`config.mk`:
```
export PLATFORM = sky130hd
export DESIGN_NAME = mfpin_router
export DESIGN_NICKNAME = d
export VERILOG_FILES = /design/src/rtl/mfpin_router.sv
export SDC_FILE = /design/constraint.sdc
export NUM_CORES = 1
export LEC_CHECK = 0
export BUFFER_PORTS_ARGS = -buffer_cell sky130_fd_sc_hd__buf_2
export CORE_MARGIN = 3
export CORE_UTILIZATION = 41
export CTS_CLUSTER_DIAMETER = 60
export CTS_CLUSTER_SIZE = 25
export DETAILED_ROUTE_END_ITERATION = 16
export PLACE_DENSITY = 0.68
export SETUP_SLACK_MARGIN = 0.2
export SLEW_MARGIN = 20
export SYNTH_ARGS = -nofsm -noshare
export SYNTH_HDL_FRONTEND = slang
export SYNTH_SLANG_ARGS = --single-unit
```
`constraint.sdc`:
```
create_clock -name clk -period 2.15 [get_ports clk]
set_clock_uncertainty 0.15 [all_clocks]
set_input_delay 0.3225 -clock clk [delete_from_list [all_inputs] [get_ports clk]]
set_output_delay 0.3225 -clock clk [all_outputs]
set_load 0.05 [all_outputs]
```
`src/rtl/mfpin_router.sv`:
```
module mfpin_router #(
  parameter int NUM_PINS  = 8,
  parameter int NUM_CTRL  = 8,
  parameter int NUM_STAT  = 8,
  parameter int CFG_W     = 8,
  parameter int SYNC_CODE = 5,
  parameter logic [CFG_W-1:0] EN_KEY = CFG_W'(1),
  localparam int CODE_W = CFG_W - 1,
  localparam int ADDR_W = $clog2(NUM_PINS + 1)
) (
  input  logic                clk,
  input  logic                rst_n,
  input  logic                cfg_wr,
  input  logic [ADDR_W-1:0]   cfg_addr,
  input  logic [CFG_W-1:0]    cfg_wdata,
  input  logic                io_update,
  input  logic [NUM_PINS-1:0] pin_in,
  input  logic [NUM_STAT-1:0] stat_in,
  output logic [NUM_PINS-1:0] pin_out,
  output logic [NUM_PINS-1:0] pin_oe,
  output logic [NUM_CTRL-1:0] ctrl_out
);

  logic [CFG_W-1:0]    sh_en, act_en;
  logic [CFG_W-1:0]    sh_cfg  [NUM_PINS];
  logic [CFG_W-1:0]    act_cfg [NUM_PINS];
  logic [NUM_PINS-1:0] sync1, sync2;
  logic [NUM_CTRL-1:0] routed;
  logic                sync_auto, sh_has_sync;

  wire pins_on = (act_en == EN_KEY);

  always_ff @(posedge clk or negedge rst_n) begin
    if (!rst_n) begin
      sh_en  <= '0;
      act_en <= '0;
      for (int i = 0; i < NUM_PINS; i++) begin
        sh_cfg[i]  <= '0;
        act_cfg[i] <= '0;
      end
    end else begin
      if (cfg_wr) begin
        if (cfg_addr == '0) sh_en <= cfg_wdata;
        for (int i = 0; i < NUM_PINS; i++)
          if (cfg_addr == ADDR_W'(i + 1)) sh_cfg[i] <= cfg_wdata;
      end
      if (io_update) begin
        act_en <= sh_en;
        for (int i = 0; i < NUM_PINS; i++) act_cfg[i] <= sh_cfg[i];
      end
    end
  end

  always_comb begin
    sh_has_sync = 1'b0;
    for (int i = 0; i < NUM_PINS; i++)
      if (!sh_cfg[i][CFG_W-1] && sh_cfg[i][CODE_W-1:0] == CODE_W'(SYNC_CODE))
        sh_has_sync = 1'b1;
  end

  always_ff @(posedge clk or negedge rst_n) begin
    if (!rst_n) begin
      sync1     <= '0;
      sync2     <= '0;
      sync_auto <= 1'b0;
    end else begin
      sync1     <= pin_in;
      sync2     <= sync1;
      sync_auto <= io_update && (act_en != EN_KEY) && (sh_en == EN_KEY) && sh_has_sync;
    end
  end

  always_comb begin
    for (int i = 0; i < NUM_PINS; i++) begin
      pin_oe[i]  = pins_on && act_cfg[i][CFG_W-1];
      pin_out[i] = 1'b0;
      for (int s = 0; s < NUM_STAT; s++)
        if (pin_oe[i] && act_cfg[i][CODE_W-1:0] == CODE_W'(s))
          pin_out[i] = stat_in[s];
    end
  end

  always_comb begin
    for (int c = 0; c < NUM_CTRL; c++) begin
      routed[c] = 1'b0;
      for (int i = NUM_PINS - 1; i >= 0; i--)
        if (pins_on && !act_cfg[i][CFG_W-1] && act_cfg[i][CODE_W-1:0] == CODE_W'(c))
          routed[c] = sync2[i];
    end
  end

  always_comb begin
    ctrl_out = routed;
    if (SYNC_CODE < NUM_CTRL) ctrl_out[SYNC_CODE] = routed[SYNC_CODE] | sync_auto;
  end

endmodule


```
==> summary.txt, run 1 <==
Layout
  – Layout cells sized above 1: 53.2%
  – Most common cell after layout, fill and taps aside: dfrtp_1
  – Final net count: 1004
  – Area of the multi-input gates: ~4700 um2
  – Final core occ: 60.6%
  – Syn-to-layout area delta: 43.3%
  – N_diodes: 0
  – Fill cells: approximately 1600
  – Storage cell area: 4030 um2
  – Post-route non-filler standard cell count: roughly 1300
  – Most frequent cells in the layout: dfrtp_1 (159), buf_4 (156), mux2_2 (140), buf_6 (47), nand2_1 (44)
  – Design area: 11900 um2

Floorplanning
  – Chip height: 148 um
  – Initial Util: 42.3%
  – Die width: 148 um
  – Num rows: 51
  – Io pins: 56
  – Core footprint: 19700 um2
  – Die area: between 20000 and 25000 um2

Route
  – Metal-1 WL: 11200 um
  – Via density: 5.86
  – DR vias: around 7300
  – Routed WL: 26400 um
  – WL met3: 1630 um
  – Highest metal used: met4
  – DR pass1 iterations: 5
  – Final ANT Viol Nets: 0
  – Initial DRC count: 592
  – DR WL/cell: approximately 21 um
  – Met2 wire length: approximately 12000 um
  – # DRC: 0

Yosys
  – Async SR Flop Fraction: 100%
  – Yosys top cell by area: dfrtp_1
  – Mapped Area: 8300 um2
  – Share of the synthesized area in the top cell type: 48.5%
  – Mapped Avg Cell Area: 11.4 um2
  – Sequential area share after synthesis: about 49%
  – Syn Nets: 763
  – Number of flops mapped to enable cells by yosys: 0
  – Top cells by area, synth: dfrtp_1 (49%), mux2_2 (19%), nand2_1 (2.2%), mux2i_1 (1.9%), mux4_2 (1.9%)
  – Synth unique cells: 65
  – Register bit total from synthesis: 161
  – Warnings, synthesis: 0
  – Post-synth top flop: dfrtp_1
  – Gate count of the mapped netlist: about 730

Power and ir drop
  – Leakage: slightly above 5 nW
  – Pwr Density: 927 nW/um2
  – Maximum vdd drop: 0.461 mV
  – Tot Pwr: between 10 and 15 mW

GRT
  – Largest net degree at the start of global routing: 67
  – Gr usage total: 24.3%
  – Grt ovf: 0
  – First-pass GRT wire length: between 40000 and 50000 um
  – Vias in the first global route: 7311
  – Initial antenna violation count: 0

Run
  – Max Cap Violations: 0

Placed design
  – Dpl ws: -649 ps
  – DP HPWL: 18700 um
  – PortBufs: 55
  – Dpl cell area: 10300 um2
  – Routability cong.: between 0.9 and 1
  – Placed cells: 1184

Timing
  – Highest Clock Rate: 0.319 GHz
  – Final setup fails: 24
  – Worst-Margin Slew: 726 ps
  – Hold violation total from the final report: 0
  – Hold WS: 184 ps
  – Period utilization: 146%
  – Slew headroom: 51.1%
  – Final worst slack: -980 ps
  – Slew Limit Fails: 0
  – Unrepaired setup endpoints after global routing: true
  – Final min period: around 3100 ps
  – Total negative setup slack: -15290 ps

Worst setup path
  – Critical Path AT: 2660 ps
  – Crit path cell chain: or4b_1 > or4_1 > mux2i_1 > a21oi_1 > o31ai_4 > buf_6
  – Crit path max-delay cell type: or4b_1
  – Crit-path max cell delay: 570 ps
  – Critical Path Source Type: register
  – Bufs and invs on worst path: 1
  – Critical Path RT: 1680 ps
  – Crit-path leading delay family: simple AND/OR/NAND/NOR gates
  – Crit path max fanout: 3
  – CP endpoint kind: primary output
  – Kind of critical path: register to primary output

CTS
  – Reg clk slew, reported paths: around 70 ps
  – Worst skew pair latency: roughly 430 ps
  – H-tree Lvls: 4
  – TritonCTS clock tree: done
  – CTS Buffer Depth: 2
  – Root Driver: clkbuf_16
  – Clock Sinks: approximately 160
  – Inserted Clock Buffers: 17

Status
  – Status: finished with violations
  – Failing checks: setup timing

Worst hold path
  – Worst Hold Class: input pin to asynchronous set/reset pin
==> repair_timing <==
| action | CTS | global route |
|---|---|---|
| hold endpoints to repair | 103 | 0 |
| pin swaps | 24 | 24 |
| setup endpoints to repair | 24 | 24 |
| buffers inserted | 14 | 11 |
| cloned | 0 | 0 |
| gates resized for setup | 132 | 41 |
| hold buffers | 9 | 0 |
==> Yosys cell counts (all sizes together), types with 8 or more instances <==
| cell type | count |
|---|---|
| o21ai | 26 |
| dfrtp | 161 |
| nor2 | 37 |
| nor2b | 9 |
| nand3 | 19 |
| o22ai | 8 |
| nor3 | 30 |
| mux2 | 140 |
| nor4 | 22 |
| mux2i | 16 |
| nand4 | 13 |
| nor3b | 9 |
| nand2 | 50 |
| a21oi | 12 |
| and3 | 12 |
| or3 | 13 |
| nor4bb | 8 |
| clkbuf | 29 |
| nand3b | 8 |
==> area by class of cell <==
class                           instances  area share [%]
Clock inverter                         15            1.44
Tap cell                              265            2.79
Timing Repair Buffer                  258            18.5
Clock buffer                           17            3.57
Sequential cell                       161            33.9
Multi-Input combinational cell        527            39.6
Inverter                                7           0.221
==> state kept, by name, summed over array words and instances, names as in the netlist <==
signal     cells
sh_en          8
sync1          8
sync2          8
sync_auto      1
act_en         8
act_cfg       64
sh_cfg        64
==> worst register-to-register path, cell delays in order (launching register included) <==
cell and delay (ps):
dfrtp_1 390, buf_6 120, nor4b_4 250, buf_6 180, nand2_4 70, buf_6 130, buf_4 130, buf_4 130
nand4b_1 80, nor3_1 60
==> cell families after synthesis <==
group / after synthesis / share of synthesized area, %
AND/OR/NAND/NOR: 269 / 19.0
multiplexers: 163 / 22.8
AO/OA/AOI/OAI: 95 / 7.70
flip-flops: 161 / 48.5
buffers and inverters: 43 / 1.99
==> metal layers <==
metal / vias up / GRT usage (%)
li1: 3263 / -
met1: 3716 / 32.5
met2: 281 / 38.6
met3: 63 / 4.24
met4: 0 / 11.3
met5: - / 0
==> path summary, 6_finish.rpt <==
kind	slack [ps]	endpoint	from	cells past startpoint
setup / recovery	-980	ctrl_out[2]	act_en[5]	6
hold / removal	180	sh_cfg[25]	rst_n	2
setup reg to reg	360	sync_auto	act_en[1]	9
hold reg to reg	200	sync2[6]	sync1[6]	0
max in group asynchronous	1030	sh_cfg[46]	rst_n	3
min in group clk	200	sync2[6]	sync1[6]	0
==> power by group <==
part	switching, mW	total, mW	internal [mW]	leakage (nW)
registers	0.618	4.35	3.74	1.97
clock network	1.34	3.09	1.75	0.290
logic	1.67	3.59	1.93	2.81
No activity file was read; power rests on OpenSTA's default activity.
==> run 2, diff against run 1 <==
- CELL_PAD_IN_SITES_DETAIL_PLACEMENT: not set -> 2
- CELL_PAD_IN_SITES_GLOBAL_PLACEMENT: not set -> 2
- CORE_UTILIZATION: 41 -> 37
- PLACE_DENSITY: 0.68 -> 0.84
==> summary.txt, run 2 (synthesized netlist as in run 1, its figures left out) <==
Status
  – Status: finished with violations
  – Failing checks: setup timing

Worst setup path
  – Crit path cell chain: buf_6 > nor4b_4 > buf_6 > nand3_2 > or3_4 > nor3_4 > mux2i_2 > o31ai_4 > buf_6
  – Kind of critical path: register to primary output
  – Crit-path max cell delay: 460 ps (-110 ps)
  – R2R depth: 9 (unchanged)
  – CP endpoint kind: primary output
  – Crit path max fanout: 7 (+4)
  – Reg2Reg Launch Point: act_en[1]
  – Crit path max-delay cell type: nor4b_4
  – Critical Path AT: 3180 ps (+520 ps)
  – Reg2reg end: sync_auto
  – Critical Path RT: 1680 ps (about the same)
  – Critical Path Source Type: register
  – R2r setup slk: -10 ps (-370 ps)
  – Cell repeated most along the worst path: buf_6

Layout
  – Layout cells sized above 1: 55.8% (+2.6 points)
  – Most common cell after layout, fill and taps aside: buf_4
  – Fill cells: 2055 (+29%)
  – Syn-to-layout area delta: 47.2%
  – Final core occ: 55.7% (-4.9 points)
  – Top Registers: act_cfg x64, sh_cfg x64
  – Design area: 12200 um2 (+2.7%)
  – Final net count: 1033 (+2.9%)
  – Most frequent cells in the layout: buf_4 (195), dfrtp_1 (161), mux2_2 (140), nand2_1 (42), buf_6 (35)

Run
  – Max Cap Violations: 0 (unchanged)

Placed design
  – Dpl cell area: 10600 um2 (+2.8%)
  – DP HPWL: 27100 um (+44%)
  – PortBufs: 55 (unchanged)
  – Dpl ws: -953 ps (-304 ps)
  – Routability cong.: 0.903 (-4.0%)

Route
  – Via density: 6.55 (+12%)
  – DR vias: 8486 (+16%)
  – DR WL/cell: 36.9 um (+75%)
  – # DRC: 0 (unchanged)
  – Routed WL: 47900 um (+82%)
  – Initial DRC count: 816 (+38%)
  – DR pass1 iterations: 5 (unchanged)
  – Final ANT Viol Nets: 0 (unchanged)

Floorplanning
  – Initial Util: 37.8% (-4.4 points)
  – Core footprint: 22000 um2 (+12%)
  – Die width: 156 um (+5.1%)
  – Num rows: 54 (+5.9%)
  – Io pins: 56 (unchanged)
  – Chip height: 156 um (+5.1%)
  – Die area: 24300 um2 (+10%)

Timing
  – Hold WS: 209 ps (+24.9 ps)
  – Slew headroom: 47.2% (-3.9 points)
  – Highest Clock Rate: 0.274 GHz (-14%)
  – Final setup fails: 25 (+4.2%)
  – Final min period: 3660 ps (+525 ps)
  – Slew Limit Fails: 0 (unchanged)
  – Worst-Margin Slew: 790 ps (+63.7 ps)
  – Hold violation total from the final report: 0 (unchanged)
  – Unrepaired setup endpoints after global routing: true
  – Final worst slack: -1510 ps (-525 ps)
  – Period utilization: 170% (+24 points)

CTS
  – Worst skew pair latency: 460 ps (+30 ps)
  – H-tree Lvls: 4 (unchanged)
  – Clock Sinks: 161 (unchanged)
  – CTS Buffer Depth: 2 (unchanged)
  – Root Driver: clkbuf_16
  – Reg clk slew, reported paths: 80 ps (about the same)
  – Inserted Clock Buffers: 17 (unchanged)
  – TritonCTS clock tree: done

Power and ir drop
  – Pwr Density: 1020 nW/um2 (+10%)
  – Maximum vdd drop: 0.982 mV (+110%)
  – Sw Share: 40.5% (+7.6 points)
  – Switching power: 5.05 mW (+39%)
  – Flop pwr share: 37.3% (-2.2 points)
  – Leakage: 5.23 nW (+3.2%)
  – Power Internal: 7.42 mW (+0.18%)
  – Combinational power share: 37.0% (+4.5 points)
  – Clock power share: 25.7% (-2.3 points)

Worst hold path
  – Worst Hold Class: register to register
  – HP Start: sync1[4]
  – Hold Crit Depth: 0
  – Hold EP: sync2[4]

GRT
  – Grt ovf: 0 (unchanged)
  – Vias in the first global route: 9516 (+30%)
  – First-pass GRT wire length: 68600 um (+66%)
  – Initial antenna violation count: 2 (+2)
  – Largest net degree at the start of global routing: 50 (-25%)
  – Gr usage total: 39.0% (+15 points)
-- run 2: how the worst max path moves through the flow --
stage / endpoint / from / slack, ps
2_1_floorplan: ctrl_out[2] / act_en[2] / -480
3_3_place_gp: ctrl_out[1] / act_cfg[15] / -720
3_5_place_dp: ctrl_out[1] / act_cfg[5] / -950
4_1_cts: ctrl_out[5] / act_en[1] / -1160
5_1_grt: ctrl_out[2] / act_en[1] / -1500
6_report: ctrl_out[2] / act_en[1] / -1510
-- run 2: timing repair --
| item | 4_1_cts | 5_1_grt |
|---|---|---|
| resized for setup | 140 | 40 |
| pin swaps | 22 | 15 |
| hold buffers | 9 | 0 |
| endpoints found under the hold margin | 50 | 0 |
| buffers inserted | 15 | 6 |
| gates cloned | 0 | 0 |
| endpoints found under the setup margin | 24 | 25 |
-- run 2: worst max-delay path, delay by kind of cell, from the launching register on --
kind / cells / cell delay (ps)
buffers and inverters: 3 / 550
and+or+nand+nor: 4 / 1160
AOI/OAI and AO/OA: 1 / 160
muxes: 1 / 410
DFF: 1 / 420
-- run 2: layout make-up --
| class | instances | area [um2] | share of cell area, % |
|---|---|---|---|
| Multi-Input combinational cell | 527 | 4820 | 39.4 |
| Sequential cell | 161 | 4030 | 33.0 |
| Timing Repair Buffer | 287 | 2400 | 19.6 |
| Clock buffer | 18 | 439 | 3.59 |
| Tap cell | 280 | 350 | 2.87 |
| Clock inverter | 14 | 161 | 1.32 |
| Inverter | 7 | 26.3 | 0.215 |
| Antenna cell | 2 | 5.00 | 0.0409 |
-- run 2: metal layers --
metal | up-vias | routed length [um] | GRT usage (%)
met5 | - | 0 | 0
met4 | 0 | 3510 | 23.3
met3 | 230 | 3030 | 8.24
met2 | 545 | 22900 | 65.0
met1 | 4392 | 18500 | 46.5
li1 | 3319 | - | -
-- run 2: power by group through the flow --
stage | sequential, mW | combinational, mW | clock [mW]
2_1_floorplan | 4.22 | 1.75 | 0
3_3_place_gp | 4.34 | 3.36 | 0
3_5_place_dp | 4.49 | 3.70 | 0
4_1_cts | 4.53 | 4.19 | 3.19
5_1_grt | 4.68 | 4.74 | 3.38
6_report | 4.65 | 4.61 | 3.21
-- run 2: through the flow --
| step | cells | TNS, ps | total power [mW] |
|---|---|---|---|
| 2_1_floorplan | 731 | -4870 | 5.97 |
| 3_3_place_gp | 1232 | -6260 | 7.70 |
| 3_5_place_dp | 1232 | -8990 | 8.19 |
| 4_1_cts | 1288 | -19630 | 11.9 |
| 5_1_grt | 1295 | -26860 | 12.8 |
| 6_report | 1296 | -25620 | 12.5 |
==> run 3, diff against run 2 <==
- BUFFER_PORTS_ARGS: -buffer_cell sky130_fd_sc_hd__buf_2 -> -buffer_cell sky130_fd_sc_hd__clkbuf_2
==> summary.txt, run 3 (synthesized netlist as in run 1, its figures left out) <==
Status
  – Status: finished with violations
  – Failing checks: setup timing

Power and ir drop
  – Tot Pwr: 12.7 mW (+1.7%)
  – Clock power share: 25.6% (about the same)
  – Combinational power share: 36.9% (about the same)
  – Power Internal: 7.43 mW (+0.11%)
  – Leakage: 5.15 nW (-1.5%)
  – Pwr Density: 1030 nW/um2 (+1.3%)
  – Flop pwr share: 37.5% (+0.2 points)
  – Switching power: 5.25 mW (+4.1%)
  – Maximum vdd drop: 0.524 mV (-47%)
  – Sw Share: 41.4% (+0.94 points)

Floorplanning
  – Chip height: 156 um (unchanged)
  – Die area: 24300 um2 (unchanged)
  – Io pins: 56 (unchanged)
  – Die width: 156 um (unchanged)
  – Initial Util: 37.8% (unchanged)
  – Core footprint: 22000 um2 (unchanged)
  – Num rows: 54 (unchanged)

Route
  – # DRC: 0 (unchanged)
  – DR WL/cell: 39.6 um (+7.2%)
  – DR vias: 8689 (+2.4%)
  – Final ANT Viol Nets: 0 (unchanged)
  – Via density: 6.79 (+3.8%)
  – Initial DRC count: 954 (+17%)
  – DR pass1 iterations: 6 (+1)
  – Routed WL: 50700 um (+5.8%)

Timing
  – Unrepaired setup endpoints after global routing: true
  – Worst-Margin Slew: 773 ps (-17.0 ps)
  – Hold violation total from the final report: 0 (unchanged)
  – Period utilization: 169% (-0.76 points)
  – Final min period: 3640 ps (-16.4 ps)
  – Slew Limit Fails: 0 (unchanged)
  – Final worst slack: -1490 ps (+16.4 ps)
  – Slew headroom: 48.0% (+0.77 points)
  – Highest Clock Rate: 0.275 GHz (+0.45%)
  – Final setup fails: 24 (-4.0%)

Worst setup path
  – Critical Path Source Type: register
  – CP endpoint kind: primary output
  – Critical Path RT: 1680 ps (about the same)
  – Reg2reg end: sync_auto
  – R2R depth: 8 (-1)
  – Kind of critical path: register to primary output
  – Worst Setup EP: ctrl_out[5]
  – R2r setup slk: 90 ps (+100 ps)
  – Reg2Reg Launch Point: act_en[7]
  – Crit path max fanout: 4 (-3)
  – Critical Path AT: 3170 ps (about the same)
  – CP Launch Point: act_cfg[13]

Run
  – Max Cap Violations: 0 (unchanged)

Layout
  – Fill cells: 2045 (-0.49%)
  – Post-route non-filler standard cell count: 1279 (-1.3%)
  – Design area: 12300 um2 (+0.45%)
  – Top Registers: act_cfg x64, sh_cfg x64
  – Area of the multi-input gates: 4850 um2 (+0.62%)
  – Final core occ: 55.9% (+0.25 points)
  – Syn-to-layout area delta: 47.9%
  – Most frequent cells in the layout: buf_4 (188), dfrtp_1 (153), mux2_2 (140), nand2_1 (42), clkbuf_2 (29)
  – Storage cell area: 4040 um2 (+0.25%)
  – Most common cell after layout, fill and taps aside: buf_4
  – Layout cells sized above 1: 57.0% (+1.2 points)
  – Final net count: 1017 (-1.5%)

Placed design
  – Placed cells: 1214 (-1.5%)
  – Routability cong.: 0.914 (+1.2%)
  – PortBufs: 55 (unchanged)
  – Dpl cell area: 10800 um2 (+1.5%)
  – DP HPWL: 27100 um (about the same)

GRT
  – Gr usage total: 38.9% (-0.10 points)
  – Grt ovf: 0 (unchanged)
  – Largest net degree at the start of global routing: 65 (+30%)
  – Vias in the first global route: 9335 (-1.9%)
  – First-pass GRT wire length: 68600 um (+0.12%)
  – Initial antenna violation count: 2 (unchanged)

Worst hold path
  – Worst Hold Class: input pin to register

CTS
  – Inserted Clock Buffers: 17 (unchanged)
  – Root Driver: clkbuf_16
  – Worst skew pair latency: 460 ps (about the same)
  – Clock Sinks: 161 (unchanged)
  – H-tree Lvls: 4 (unchanged)
  – Reg clk slew, reported paths: 80 ps (about the same)
  – TritonCTS clock tree: done
  – CTS Buffer Depth: 2 (unchanged)
-- run 3: area by class of cell --
| class | count | share of cell area, % |
|---|---|---|
| inverter | 7 | 0.214 |
| sequential | 161 | 32.9 |
| clock inverter | 14 | 1.34 |
| timing repair buffer | 271 | 19.6 |
| antenna | 1 | 0.0204 |
| tap | 280 | 2.85 |
| clock buffer | 18 | 3.58 |
| multi-input combinational | 527 | 39.5 |
-- run 3: layer usage --
metal,vias to the layer above,wire [um],GRT usage (%)
li1,3276,-,-
met1,4557,19900,48.9
met2,618,23500,62.5
met3,236,3670,7.85
met4,2,3570,22.4
met5,-,13,0
-- run 3: timing repair --
action | in CTS | in global routing
resized for setup | 81 | 54
gates cloned | 1 | 0
endpoints found under the hold margin | 44 | 0
buffers inserted | 12 | 10
pin swaps | 25 | 22
hold buffers | 9 | 0
endpoints found under the setup margin | 24 | 25
-- run 3: worst max-delay path: stages (launching register included) --
cell and delay, ps:
dfrtp_2 440, buf_4 160, nor4b_4 400, buf_4 200, buf_6 120, nand3_1 90
a31oi_1 490, a211oi_2 200, nor3_2 360, o21ai_4 90, buf_12 160
-- run 3: worst min-delay path by stage --
stage,from,endpoint,depth (start not counted)
3_5_place_dp,rst_n,sync2[4],1
2_1_floorplan,rst_n,act_cfg[0],0
4_1_cts,cfg_wdata[0],sh_cfg[32],2
3_3_place_gp,rst_n,sync2[4],1
5_1_grt,cfg_wdata[2],sh_cfg[42],2
6_report,cfg_wdata[2],sh_cfg[42],2
-- run 3: through the flow --
| stage | setup WS (ps) | hold WS (ps) | setup TNS (ps) |
|---|---|---|---|
| 6_report | -1490 | 196 | -19620 |
| 5_1_grt | -1540 | 192 | -20270 |
| 4_1_cts | -1100 | 181 | -16350 |
| 3_5_place_dp | -823 | 127 | -6840 |
| 3_3_place_gp | -683 | 114 | -5170 |
| 2_1_floorplan | -485 | -123 | -4870 |
-- run 3: power by group through the flow --
stage | sequential, mW | clock [mW] | combinational (mW)
floorplan | 4.22 | 0 | 1.75
global placement | 4.37 | 0 | 3.22
detailed placement | 4.54 | 0 | 3.53
CTS | 4.57 | 3.17 | 4.00
global route | 4.78 | 3.39 | 4.76
finish | 4.76 | 3.25 | 4.68
